## config.mk

```make
export PLATFORM = sky130hd
export DESIGN_NAME = delay_ctl_if
export DESIGN_NICKNAME = d
export VERILOG_FILES = /design/src/rtl/delay_ctl_pkg.sv /design/src/rtl/delay_port_bank.sv /design/src/rtl/delay_word_map.sv /design/src/rtl/delay_halt_seq.sv /design/src/rtl/delay_ctl_if.sv
export SDC_FILE = /design/constraint.sdc
export NUM_CORES = 1
export LEC_CHECK = 0
export BUFFER_PORTS_ARGS = -buffer_cell sky130_fd_sc_hd__buf_2
export CAP_MARGIN = 15
export CELL_PAD_IN_SITES_DETAIL_PLACEMENT = 0
export CELL_PAD_IN_SITES_GLOBAL_PLACEMENT = 1
export CORE_AREA = 5 5 94 96
export DETAILED_ROUTE_END_ITERATION = 16
export DIE_AREA = 0 0 99 101
export PLACE_DENSITY_LB_ADDON = 0.12
export SLEW_MARGIN = 20
export SYNTH_ARGS = -nofsm -noshare
export SYNTH_HDL_FRONTEND = slang
export SYNTH_SLANG_ARGS = --single-unit
```

## constraint.sdc

```tcl
create_clock -name clk -period 1.5 [get_ports clk]
set_clock_uncertainty 0.15 [all_clocks]
set_input_delay 0.225 -clock clk [delete_from_list [all_inputs] [get_ports clk]]
set_output_delay 0.225 -clock clk [all_outputs]
set_load 0.05 [all_outputs]
```

## src/rtl/delay_ctl_pkg.sv

```systemverilog
package delay_ctl_pkg;
    localparam int PORT_W  = 8;
    localparam int ADDR_W  = 2;
    localparam int NUM_BANKS = 2;
    localparam int BUS_W   = PORT_W * NUM_BANKS;
    localparam int CNT_W   = PORT_W * 3;

    typedef enum logic [ADDR_W-1:0] {
        SEL_PA   = 2'd0,
        SEL_PB   = 2'd1,
        SEL_PC   = 2'd2,
        SEL_CTRL = 2'd3
    } reg_sel_e;

    typedef struct packed {
        logic [PORT_W-1:0] pa;
        logic [PORT_W-1:0] pb;
        logic [PORT_W-1:0] pc;
        logic [PORT_W-1:0] ctrl;
    } bank_regs_t;
endpackage

```

## src/rtl/delay_port_bank.sv

```systemverilog
module delay_port_bank
    import delay_ctl_pkg::*;
(
    input  logic              clk,
    input  logic              rst_n,
    input  logic              wr_en,
    input  reg_sel_e          sel,
    input  logic [PORT_W-1:0] wdata,
    output bank_regs_t        regs,
    output logic [PORT_W-1:0] rdata
);
    typedef struct packed {
        bank_regs_t regs;
    } bank_state_t;

    bank_state_t s_d, s_q;

    always_comb begin
        s_d = s_q;
        if (wr_en) begin
            case (sel)
                SEL_PA:   s_d.regs.pa   = wdata;
                SEL_PB:   s_d.regs.pb   = wdata;
                SEL_PC:   s_d.regs.pc   = wdata;
                default:  s_d.regs.ctrl = wdata;
            endcase
        end
        case (sel)
            SEL_PA:  rdata = s_q.regs.pa;
            SEL_PB:  rdata = s_q.regs.pb;
            SEL_PC:  rdata = s_q.regs.pc;
            default: rdata = s_q.regs.ctrl;
        endcase
    end

    always_ff @(posedge clk) begin
        if (!rst_n) s_q <= '0;
        else        s_q <= s_d;
    end

    assign regs = s_q.regs;
endmodule

```

## src/rtl/delay_word_map.sv

```systemverilog
module delay_word_map
    import delay_ctl_pkg::*;
(
    input  bank_regs_t        lo_regs,
    input  bank_regs_t        hi_regs,
    output logic [PORT_W-1:0] dac_code,
    output logic [CNT_W-1:0]  dly_count
);
    logic [CNT_W-1:0] raw_count;

    always_comb begin
        raw_count = {hi_regs.pb, hi_regs.pa, lo_regs.pb};
        dly_count = ~raw_count;
        dac_code  = ~lo_regs.pa;
    end
endmodule

```

## src/rtl/delay_halt_seq.sv

```systemverilog
module delay_halt_seq (
    input  logic clk,
    input  logic rst_n,
    input  logic trig_in,
    input  logic sample_done,
    output logic halt
);
    typedef struct packed {
        logic halt;
    } halt_state_t;

    halt_state_t s_d, s_q;

    always_comb begin
        s_d = s_q;
        if (s_q.halt) begin
            if (sample_done) s_d.halt = 1'b0;
        end else if (trig_in) begin
            s_d.halt = 1'b1;
        end
    end

    always_ff @(posedge clk) begin
        if (!rst_n) s_q <= '0;
        else        s_q <= s_d;
    end

    assign halt = s_q.halt;
endmodule

```

## src/rtl/delay_ctl_if.sv

```systemverilog
module delay_ctl_if
    import delay_ctl_pkg::*;
(
    input  logic              clk,
    input  logic              rst_n,
    input  logic              bus_sel,
    input  logic              bus_rd,
    input  logic              bus_wr,
    input  logic              bus_lbe,
    input  logic              bus_ube,
    input  logic [ADDR_W-1:0] bus_addr,
    input  logic [BUS_W-1:0]  bus_wdata,
    output logic [BUS_W-1:0]  bus_rdata,
    input  logic              trig_in,
    input  logic              sample_done,
    output logic [PORT_W-1:0] dac_code,
    output logic [CNT_W-1:0]  dly_count,
    output logic              cpu_halt
);
    logic [NUM_BANKS-1:0] lane_en;
    bank_regs_t           bank_regs  [NUM_BANKS];
    logic [PORT_W-1:0]    bank_rdata [NUM_BANKS];
    reg_sel_e             sel;

    assign lane_en = {bus_ube, bus_lbe};
    assign sel     = reg_sel_e'(bus_addr);

    for (genvar b = 0; b < NUM_BANKS; b++) begin : g_bank
        logic lane_wr;
        assign lane_wr = bus_sel && bus_wr && lane_en[b];

        delay_port_bank u_bank (
            .clk   (clk),
            .rst_n (rst_n),
            .wr_en (lane_wr),
            .sel   (sel),
            .wdata (bus_wdata[b*PORT_W +: PORT_W]),
            .regs  (bank_regs[b]),
            .rdata (bank_rdata[b])
        );

        assign bus_rdata[b*PORT_W +: PORT_W] =
            (bus_sel && bus_rd && lane_en[b]) ? bank_rdata[b] : '0;
    end

    delay_word_map u_map (
        .lo_regs   (bank_regs[0]),
        .hi_regs   (bank_regs[1]),
        .dac_code  (dac_code),
        .dly_count (dly_count)
    );

    delay_halt_seq u_halt (
        .clk         (clk),
        .rst_n       (rst_n),
        .trig_in     (trig_in),
        .sample_done (sample_done),
        .halt        (cpu_halt)
    );
endmodule

```

=== Yosys cells after proc, flatten, opt, wreduce, memory -nomap -nowiden ===
Cells that the tools add are included.

* Register bits after elaboration: 65
* Input port bits: 27
* Word-level logic and storage cells: 37

* Equality and inequality tests: 2
* Multiplexer cells: 7
* Bitwise gates (word level): 3
* Reduce and logical (&&, ||, !) cells: 16

{| class="wikitable"
|+ Operators by type and width
! cell !! number
|-
| $pmux W8 S3 || 2
|-
| $not A24 Y24 || 1
|-
| $mux W8 || 2
|-
| $reduce_and A2 Y1 || 8
|-
| $not A8 Y8 || 1
|-
| $logic_and A1 B1 Y1 || 6
|-
| $mux W1 || 3
|-
| $reduce_or A3 Y1 || 1
|-
| $eq A2 B1 Y1 const B || 1
|-
| $eq A2 B2 Y1 const B || 1
|-
| $logic_not A2 Y1 || 1
|-
| $not A1 Y1 || 1
|}

=== Longest topological paths before layout ===
Gate-level depths: netlist of run 1.

* Word-level depth: 4
* Gate-level depth with buffers: 4
* Depth with buffers taken out: 3

=== Cells and area by module ===
A second synthesis of run 1 with hierarchy kept.

* Cell total of the unflattened synthesis: 306
* Area total of the unflattened synthesis: 3,113.0 µm²

{| class="wikitable"
|+ By module, submodules not included
! module !! instances !! cells an instance !! area an instance (µm²) !! seq. area each (µm²)
|-
| delay_port_bank || 2 || 125 || 1,378.8 || 640.6
|-
| delay_ctl_if || 1 || 20 || 183.9 || 0.0
|-
| delay_word_map || 1 || 32 || 120.1 || 0.0
|-
| delay_halt_seq || 1 || 4 || 51.3 || 20.0
|}

=== Least setup slack after synthesis of run 1 ===
Ideal clock, no wire load.

* Path type: input-to-output
* Start: input bus_addr[1]
* End: output bus_rdata[10]
* Arrival time: 1.544 ns
* Required time: 1.125 ns
* Path slack: -0.419 ns
* Cell stages on the path: 4
* Buffers on the path: 2
* Cells stage by stage: buf_2 -> buf_2 -> mux4_2 -> nor2b_1

* Longest elaborated chain between the ends: 3
* Elaborated cells on any way between the ends: 5
* Those cells by class: 2 x eq/ne; 2 x mux; 1 x reduce/logical

{| class="wikitable"
|+ RTL lines
! element !! RTL line !! source
|-
| start: declaration || delay_ctl_if.sv:11 || <nowiki>input logic [ADDR_W-1:0] bus_addr,</nowiki>
|-
| $eq A2 B2 Y1, or another cell as far along || delay_port_bank.sv:28 || <nowiki>case (sel)</nowiki>
|-
| $pmux W8 S3 (*) || delay_port_bank.sv:28 ||
|-
| $mux W8 (*) || delay_ctl_if.sv:43 || <nowiki>(bus_sel && bus_rd && lane_en[b]) ? bank_rdata[b] : '0;</nowiki>
|-
| end: declaration || delay_ctl_if.sv:13 || <nowiki>output logic [BUS_W-1:0] bus_rdata,</nowiki>
|}

Every way passes the cells marked *; elsewhere a longest branch is shown, timed or not.

=== Final worst setup path of run 1 ===
* Start: register g_bank[1].u_bank.s_q (netlist bit g_bank[1].u_bank.regs[6])
* End: output bus_rdata[14]

* Longest elaborated chain between the ends: 2

{| class="wikitable"
|+ RTL lines
! element !! RTL line !! source
|-
| start: declaration || delay_port_bank.sv:16 || <nowiki>bank_state_t s_d, s_q;</nowiki>
|-
| start signal: assignment || delay_port_bank.sv:37 || <nowiki>if (!rst_n) s_q <= '0;</nowiki>
|-
| start signal: assignment || delay_port_bank.sv:38 || <nowiki>else s_q <= s_d;</nowiki>
|-
| $pmux W8 S3 || delay_port_bank.sv:28 ||
|-
| $mux W8 || delay_ctl_if.sv:43 ||
|}

No other way between the ends.

==> results of run 1 <==
-- kinds of logic (layout without fill, tap and decap cells) --
| kind of cell | count (synthesis) | after routing | share of synthesized area [%] |
|---|---|---|---|
| and+or+nand+nor | 112 | 112 | 17.41 |
| muxes | 81 | 81 | 33.17 |
| DFF | 65 | 65 | 42.69 |
| buffers and inverters | 48 | 167 | 6.732 |
-- worst min path at each step --
stage                             start                         to  cells past startpoint
2_1_floorplan              bus_wdata[0]  g_bank[0].u_bank.regs[24]                      2
3_3_place_gp   g_bank[0].u_bank.regs[0]   g_bank[0].u_bank.regs[0]                      2
3_5_place_dp   g_bank[0].u_bank.regs[4]   g_bank[0].u_bank.regs[4]                      2
4_1_cts                     sample_done                u_halt.halt                      3
5_1_grt                    bus_wdata[3]  g_bank[0].u_bank.regs[27]                      3
6_report                    sample_done                u_halt.halt                      3
-- sequential cells by signal (all words and copies together), names as in the netlist --
name and flops:
g_bank.u_bank.regs 64, u_halt.halt 1
-- per-stage QoR --
step	setup slack [ns]	power (mW)	utilization, %	instances
after global placement	-0.2529	2.178	49.71	502
after floorplan	-0.08992	2.025	-	306
after detailed placement	-0.2666	2.179	49.71	502
after CTS	-0.3003	3.741	55.13	528
final	-0.2741	3.698	55.77	530
after global routing	-0.3434	3.855	55.77	530
-- final cells by class --
type	count	area [um^2]	share of cell area, %
repair buffers	118	972.2	21.88
inverters	33	123.9	2.787
multi-input cells	193	1667	37.50
well taps	105	131.4	2.956
flip-flops and latches	65	1343	30.21
clock inverters	2	35.03	0.7883
clock buffers	14	172.7	3.885
-- worst min-delay path: stages --
cell     delay [ns]
buf_2          0.07
mux2i_1        0.05
and2_1         0.14
-- metal layers --
| layer | vias to the layer above | GRT usage [%] |
|---|---|---|
| li1 | 1234 | - |
| met1 | 1130 | 19.71 |
| met2 | 50 | 26.50 |
| met3 | 10 | 4.429 |
| met4 | 0 | 5.882 |
| met5 | - | 0 |
-- power by group through the flow --
stage,clock network (mW),logic [mW],registers (mW)
after floorplan,0,0.220,1.81
after global routing,1.67,0.417,1.77
after global placement,0,0.375,1.80
after detailed placement,0,0.377,1.80
final,1.55,0.384,1.76
after CTS,1.59,0.388,1.76
-- Yosys cell counts (all sizes together) --
cell    count
nand2      81
dfxtp      65
mux2i      65
inv        33
mux4       16
nor2b      16
clkbuf      9
buf         6
nor2        6
nand3       4
nand2b      2
or3         2
and2        1
-- timing repair --
item	CTS	global route
setup endpoints to repair	17	22
gates cloned	0	0
resized for setup	56	21
setup buffers	10	2
==> impl_results.md, run 1 <==
- Synth Warn #: 0
- RSZ-0062 raised after global routing: yes
- Critical Path Start Type: register
- CP arrival: 1.40 ns
- Worst Setup EP: bus_rdata[14]
- Vias per cell: between 4 and 5
- Gp weighted congestion: around 0.76
- Setup ws final: -0.2741 ns
- Crit-path cells: mux4_2 -> nor2b_4 -> buf_8
- Critical register-to-register path startpoint: g_bank[0].u_bank.regs[30]
- Initial drt markers: 91
- Count of different cell masters after synthesis: 18
- Slowest CP cell: mux4_2
- I/O pins: 76
- Fin area: 4444 um^2
- Failing checks: negative setup slack
- Top post-synthesis cells by area: dfxtp_1, mux2i_1, mux4_2
- Worst-Margin Slew: 0.2555 ns
- Largest net degree at the start of global routing: 43
- Crit path max-delay family: multiplexers
- Die ar.: 9999 um^2
- Num CTS Buffers: 9
- Commonest non-fill, non-tap cells in the layout: nand2_1, mux2i_1, buf_2
- GRT Resource Usage Total: between 10% and 20%
- Root Driver: clkbuf_8
- Vias post-DR: around 2400
- Bufs and invs on worst path: 1
- Min-Delay Path Class: in -> reg
- Final nets: around 450
- WL met2: 3591 um
- Crit path depth: 3
- Antenna violations before repair: 0
- CTS max path bufs: 2
- Post-CTS Hold Buffers: 0
- IO buf count: 75
- PD cells: 832.1 nW/um^2
- Reg2reg end: g_bank[0].u_bank.regs[30]
- Die H: 101 um
- Critical path fanouts, max: 2
- Yosys reg bits: 65
- DRT Pass-1 Iters: 4
- VDD IR max: 0.4021 mV
- P_sw: 880.3 uW
- Dpl hpwl: 5137 um
- R2R Setup Slk: around 0.66 ns
- Final period utilization: 118.3%
- Final min period: 1.774 ns
- CP peak stage delay: 0.46 ns
- Slew Limit Fails: 0
- FP Rows: 33
- Synth Area per Inst: around 10 um^2
- Hold WS: ~0.056 ns
- CP Capture Type: output port
- F_max: 0.5637 GHz
- Post-synthesis cell area: between 3000 and 4000 um^2
- Vias in the first global route: roughly 2600
- Worst relative slew slack: 83.09%
- Post-Syn Instances: about 300
- Leak pwr: 1.724 nW
- Clock Latency Late Sink: 0.33 ns
- Area leader, netlist: dfxtp_1
- WL/cell: around 14 um
- Drc violations: 0
- Wire length on met3: 380 um
- Net count after synthesis: 333
- ANT nets after route: 0
- Diodes inserted: 0
- DR top layer: met4
- Fin. Hold Viols: 0
- Outcome: finished with violations
- Layout area overhead: 45.81%
- Internal power: ~2.8 mW
- # fillers: 737
- Share of cells above drive strength 1: 48.71%
- Global-route wire length before repair: 12660 um
- Final setup fails: 16
- H-tree depth: 3
- GRT overflow: 0
- Clock-pin transition on the worst setup and hold timing paths: ~0.07 ns
- Routed length on met1: 3273 um
- Clock Sinks: 65
- Clock Power Share: 41.9%
- WS Path Type: reg -> out
- Power share of the combinational group: between 10% and 20%
- Placed cell areas: 3961 um^2
- Max cap viols: 0
- Sequential share of the synthesized area: between 40% and 50%
- Crit path from: g_bank[1].u_bank.regs[6]
- Top cell type's share of synthesized area: 42.69%
- Commonest non-fill, non-tap cell in the layout: nand2_1
- Sw Ratio: 23.81%
- Setup TNS: -4.255 ns
- Starting Density: between 30% and 40%
- Register-to-Register Path Depth: 3
- WP data required: 1.12 ns
- Die Span X: 99 um
- TritonCTS clock tree: yes
- Placeable core area: about 8000 um^2
- Sequential Power Share: 47.7%
- Final wirelength: 7345 um
Note: power is estimated with default switching activity, not from simulation.
==> run 2, diff against run 1 <==
- BUFFER_PORTS_ARGS: -buffer_cell sky130_fd_sc_hd__buf_2 -> -buffer_cell sky130_fd_sc_hd__buf_4
==> impl_results.md, run 2 (synthesis results as in run 1) <==
- Worst relative slew slack: 75.60%
- Antenna violations before repair: 0
- Max reg flops: 64
- GRT Resource Usage Total: approximately 15%
- DRT Pass-1 Iters: 4
- Power, Total: 3.545 mW
- Gp weighted congestion: between 0.7 and 0.8
- RSZ-0062 raised after global routing: yes
- Vias in the first global route: 2404
- Num CTS Buffers: 9
- Final period utilization: 119.3%
- ANT nets after route: 0
- Diodes inserted: 0
- F_max: 0.5589 GHz
- Outcome: finished with violations
- Met3 GRT Util: 3.114%
- Worst-Margin Slew: 0.3651 ns
- Met2 Usage GRT: 24.48%
- Clock Latency Late Sink: 0.33 ns
- Met1 Resource Use GR: 19.91%
- WS Path Type: reg -> out
- Largest net degree at the start of global routing: 56
- Dpl hpwl: 5103 um
- Hold WS: 0.05056 ns
- Final setup fails: 16
- Critical Path Start Type: register
- Final wirelength: 7288 um
- Clock Sinks: 65
- Root Driver: clkbuf_8
- Crit-path cells: mux4_2 -> nor2b_4 -> buf_8
- Commonest non-fill, non-tap cells in the layout: buf_4, nand2_1, mux2i_1
- Final nets: 441
- CP arrival: 1.41 ns
- Die H: 101 um
- Slowest CP cell: mux4_2
- Share of cells above drive strength 1: 48.80%
- WP data required: 1.12 ns
- WL/cell: approximately 14 um
- Slew Limit Fails: 0
- H-tree depth: 3
- TritonCTS clock tree: yes
- I/O pins: 76
- FP Rows: 33
- GRT overflow: 0
- IO buf count: 75
- PD cells: 796.1 nW/um^2
- CTS max path bufs: 2
- Max cap viols: 0
- VDD IR max: 0.3946 mV
- Fin. Hold Viols: 0
- Setup ws final: -0.2893 ns
- Drc violations: 0
- CP Capture Type: output port
- Top Usage Layer GRT: met2
- Vias post-DR: 2391
- Initial drt markers: 76
- Failing checks: negative setup slack
- Commonest non-fill, non-tap cell in the layout: buf_4
- Placeable core area: approximately 8000 um^2
- Die Span X: 99 um
- Vias per cell: 4.572
- Final min period: 1.789 ns
- Global-route wire length before repair: roughly 12000 um
- Min-Delay Path Class: in -> reg
- CP peak stage delay: 0.47 ns
- Critical path fanouts, max: 2
- Die ar.: roughly 10000 um^2
- Clock-pin transition on the worst setup and hold timing paths: roughly 0.070 ns
- Layout area overhead: 46.10%
- Leak pwr: between 1.5 and 2 nW
- Starting Density: between 30% and 40%
- Place WS: -0.3439 ns
run 2: what timing repair did:
item / CTS / global route
buffers inserted: 14 / 0
gates resized for setup: 45 / 17
hold buffers: 0 / 0
setup endpoints to repair: 16 / 16
run 2: routing by layer:
layer	vias to the layer above	wire length, um
li1	1226	-
met4	0	127
met2	47	3510
met3	10	296
met5	-	0
met1	1108	3353
run 2: power breakdown:
group	total [mW]	switching, mW	internal [mW]	leakage, nW
sequential	1.76	0.0129	1.75	0.544
clock	1.39	0.641	0.751	0.0929
combinational	0.389	0.217	0.172	1.10
total	3.55	0.871	2.67	1.74
run 2: final timing paths:
path,from,end,slack (ns),cells after the start
setup / recovery,g_bank[1].u_bank.regs[0],bus_rdata[8],-0.29,3
hold / removal,sample_done,u_halt.halt,0.05,3
setup reg to reg,u_halt.halt,u_halt.halt,0.65,2
hold reg to reg,g_bank[0].u_bank.regs[4],g_bank[0].u_bank.regs[4],0.30,2
run 2: area by class of cell:
class                      instances  area, um^2
timing repair buffer             112        1007
clock buffer                      11       131.4
inverter                          33       123.9
multi-input combinational        193        1667
sequential                        65        1348
tap                              105       131.4
fill                             718        3516
clock inverter                     4       45.04
run 2: through the flow:
stage          cell area [um^2]  TNS [ns]  utilization (%)  std cells
2_1_floorplan              3156   -0.3597                -        306
3_3_place_gp               4026    -10.70            50.53        494
3_5_place_dp               4026    -11.54            50.53        494
4_1_cts                    4424    -4.553            55.52        523
5_1_grt                    4453    -4.975            55.88        523
6_report                   4453    -4.251            55.88        523
run 2: critical path: cells and delay by family, from the launching register on:
family | cells | cell delay [ns]
and+or+nand+nor | 1 | 0.15
DFF | 1 | 0.32
muxes | 1 | 0.47
buffers and inverters | 1 | 0.14
==> run 3, diff against run 2 <==
- SYNTH_HIERARCHICAL: default -> 1
==> impl_results.md, run 3 <==
- Outcome: finished with violations
- Failing checks: negative setup slack
- Commonest non-fill, non-tap cell in the layout: buf_4
- Gp weighted congestion: 0.7451
- Vias in the first global route: 2579
- Global-route wire length before repair: 13160 um
- Met3 GRT Util: 3.806%
- FP Rows: 33
- Worst relative slew slack: about 78%
- Crit path max-delay family: multiplexers
- I/O pins: 76
- Largest net degree at the start of global routing: between 40 and 50
- Synth Warn #: 6
- Slowest CP cell: mux4_2
- Crit-path cells: mux4_2 -> and4_4 -> buf_6
- Commonest non-fill, non-tap cells in the layout: buf_4, nand2_1, mux2i_1
- Final wirelength: roughly 8000 um
- Max reg flops: 64
- Die H: 101 um
- Power, Total: 3.620 mW
- Final min period: 1.849 ns
- Yosys reg bits: 65
- Bufs and invs on worst path: 1
- Root Driver: clkbuf_8
- DRT Pass-1 Iters: 4
- CTS max path bufs: 2
- Fin. Hold Viols: 0
- Post-synthesis cell area: about 3100 um^2
- Synth Area per Inst: 10.17 um^2
- Worst-Margin Slew: about 0.33 ns
- Synth top cells by count: nand2_1, dfxtp_1, mux2i_1
- Count of different cell masters after synthesis: 18
- Die ar.: 9999 um^2
- Final nets: 458
- Place WS: -0.3959 ns
- Setup ws final: -0.3490 ns
- Final setup fails: 16
- CP Capture Type: output port
- Sequential share of the synthesized area: 41.80%
- Top cell type's share of synthesized area: a little over two fifths
- Max cap viols: 0
- Top Usage Layer GRT: met2
- Net count after synthesis: 333
- Count leader, synth: nand2_1
- Diodes inserted: 0
- Met1 Resource Use GR: 21.59%
- H-tree depth: 3
- Slew Limit Fails: 0
- Clock-pin transition on the worst setup and hold timing paths: 0.06 ns
- GRT overflow: 0
- Critical Path Start Type: register
- Clock Sinks: 65
- CP peak stage delay: 0.47 ns
- Clock Latency Late Sink: about 0.34 ns
- Share of cells above drive strength 1: between 40 and 50%
- Drc violations: 0
- Die Span X: 99 um
- Initial drt markers: 65
- CP arrival: 1.47 ns
- Final period utilization: 123.3%
- Placeable core area: 7969 um^2
- Dpl hpwl: 5835 um
- Num CTS Buffers: 9
- GRT Resource Usage Total: 16.87%
- Hold WS: 0.009273 ns
- Starting Density: 39.06%
- Vias post-DR: 2587
- WS Path Type: reg -> out
- RSZ-0062 raised after global routing: yes
- WP data required: 1.12 ns
- Ys async rst share: 0%
- VDD IR max: 0.3790 mV
- F_max: 0.5408 GHz
- Layout area overhead: 45.54%
- Placed cell areas: between 4000 and 5000 um^2
- Post-Syn Instances: about 310
- TritonCTS clock tree: yes
- Min-Delay Path Class: in -> reg
- Vias per cell: 4.782
- Fin area: around 4500 um^2
- Count of flip-flops with a built-in enable after synthesis: 0
- Met2 Usage GRT: a little over a quarter
- WL/cell: 14.75 um
- Area leader, netlist: dfxtp_1
- Main synth FF type: dfxtp_1
- Antenna violations before repair: 0
- PD cells: approximately 800 nW/um^2
- ANT nets after route: 0
- IO buf count: 75
- Top post-synthesis cells by area: dfxtp_1, mux2i_1, mux4_2
- Leak pwr: 2.237 nW
- Critical path fanouts, max: 2
run 3: stage by stage:
step                      setup TNS (ns)  util (%)  cells
final                             -5.077     56.85    541
after global routing              -5.847     56.85    541
after CTS                         -5.327     56.19    539
after detailed placement          -7.144     52.27    519
after global placement            -6.848     52.27    519
after floorplan                        0         -    306
run 3: kinds of logic after synthesis:
| logic type | synth area share [%] |
|---|---|
| mux | 32.15 |
| buf+inv | 7.918 |
| compound gates | 0.3617 |
| flops | 41.80 |
| simple gates | 17.77 |
run 3: worst paths after layout:
check / from / endpoint / slack, ns / cells past startpoint
min reg2reg: g_bank[0].u_bank/regs[1] / g_bank[0].u_bank/regs[1] / 0.31 / 2
max reg2reg: g_bank[1].u_bank/regs[21] / g_bank[1].u_bank/regs[21] / 0.58 / 4
min: sample_done / u_halt/halt / 0.009 / 3
max: g_bank[0].u_bank/regs[7] / bus_rdata[7] / -0.35 / 3
run 3: repair_timing:
item / CTS / global route
setup buffers: 3 / 2
gates resized for setup: 32 / 19
endpoints found under the hold margin: 1 / 0
hold buffers: 1 / 0
endpoints found under the setup margin: 16 / 16
run 3: where the power goes:
part           switching [mW]  internal, mW
logic                   0.222         0.181
registers              0.0128          1.75
clock network           0.643         0.810
total                   0.878          2.74
run 3: worst register-to-register path, stage by stage (launching register included):
cell	delay (ns)
dfxtp_2	0.32
buf_4	0.13
buf_6	0.11
nand2_1	0.05
mux2i_1	0.06
run 3: layout make-up:
class / count / area [um^2]
tap: 105 / 131.4
multi-input combinational: 189 / 1595
timing repair buffer: 134 / 1169
clock buffer: 13 / 148.9
inverter: 32 / 120.1
clock inverter: 3 / 40.04
fill: 712 / 3438
sequential: 65 / 1326
run 3: routing by layer:
metal,wire (um),vias to the layer above
met4,139,0
li1,-,1287
met1,3691,1240
met2,3809,50
met5,0,-
met3,338,10
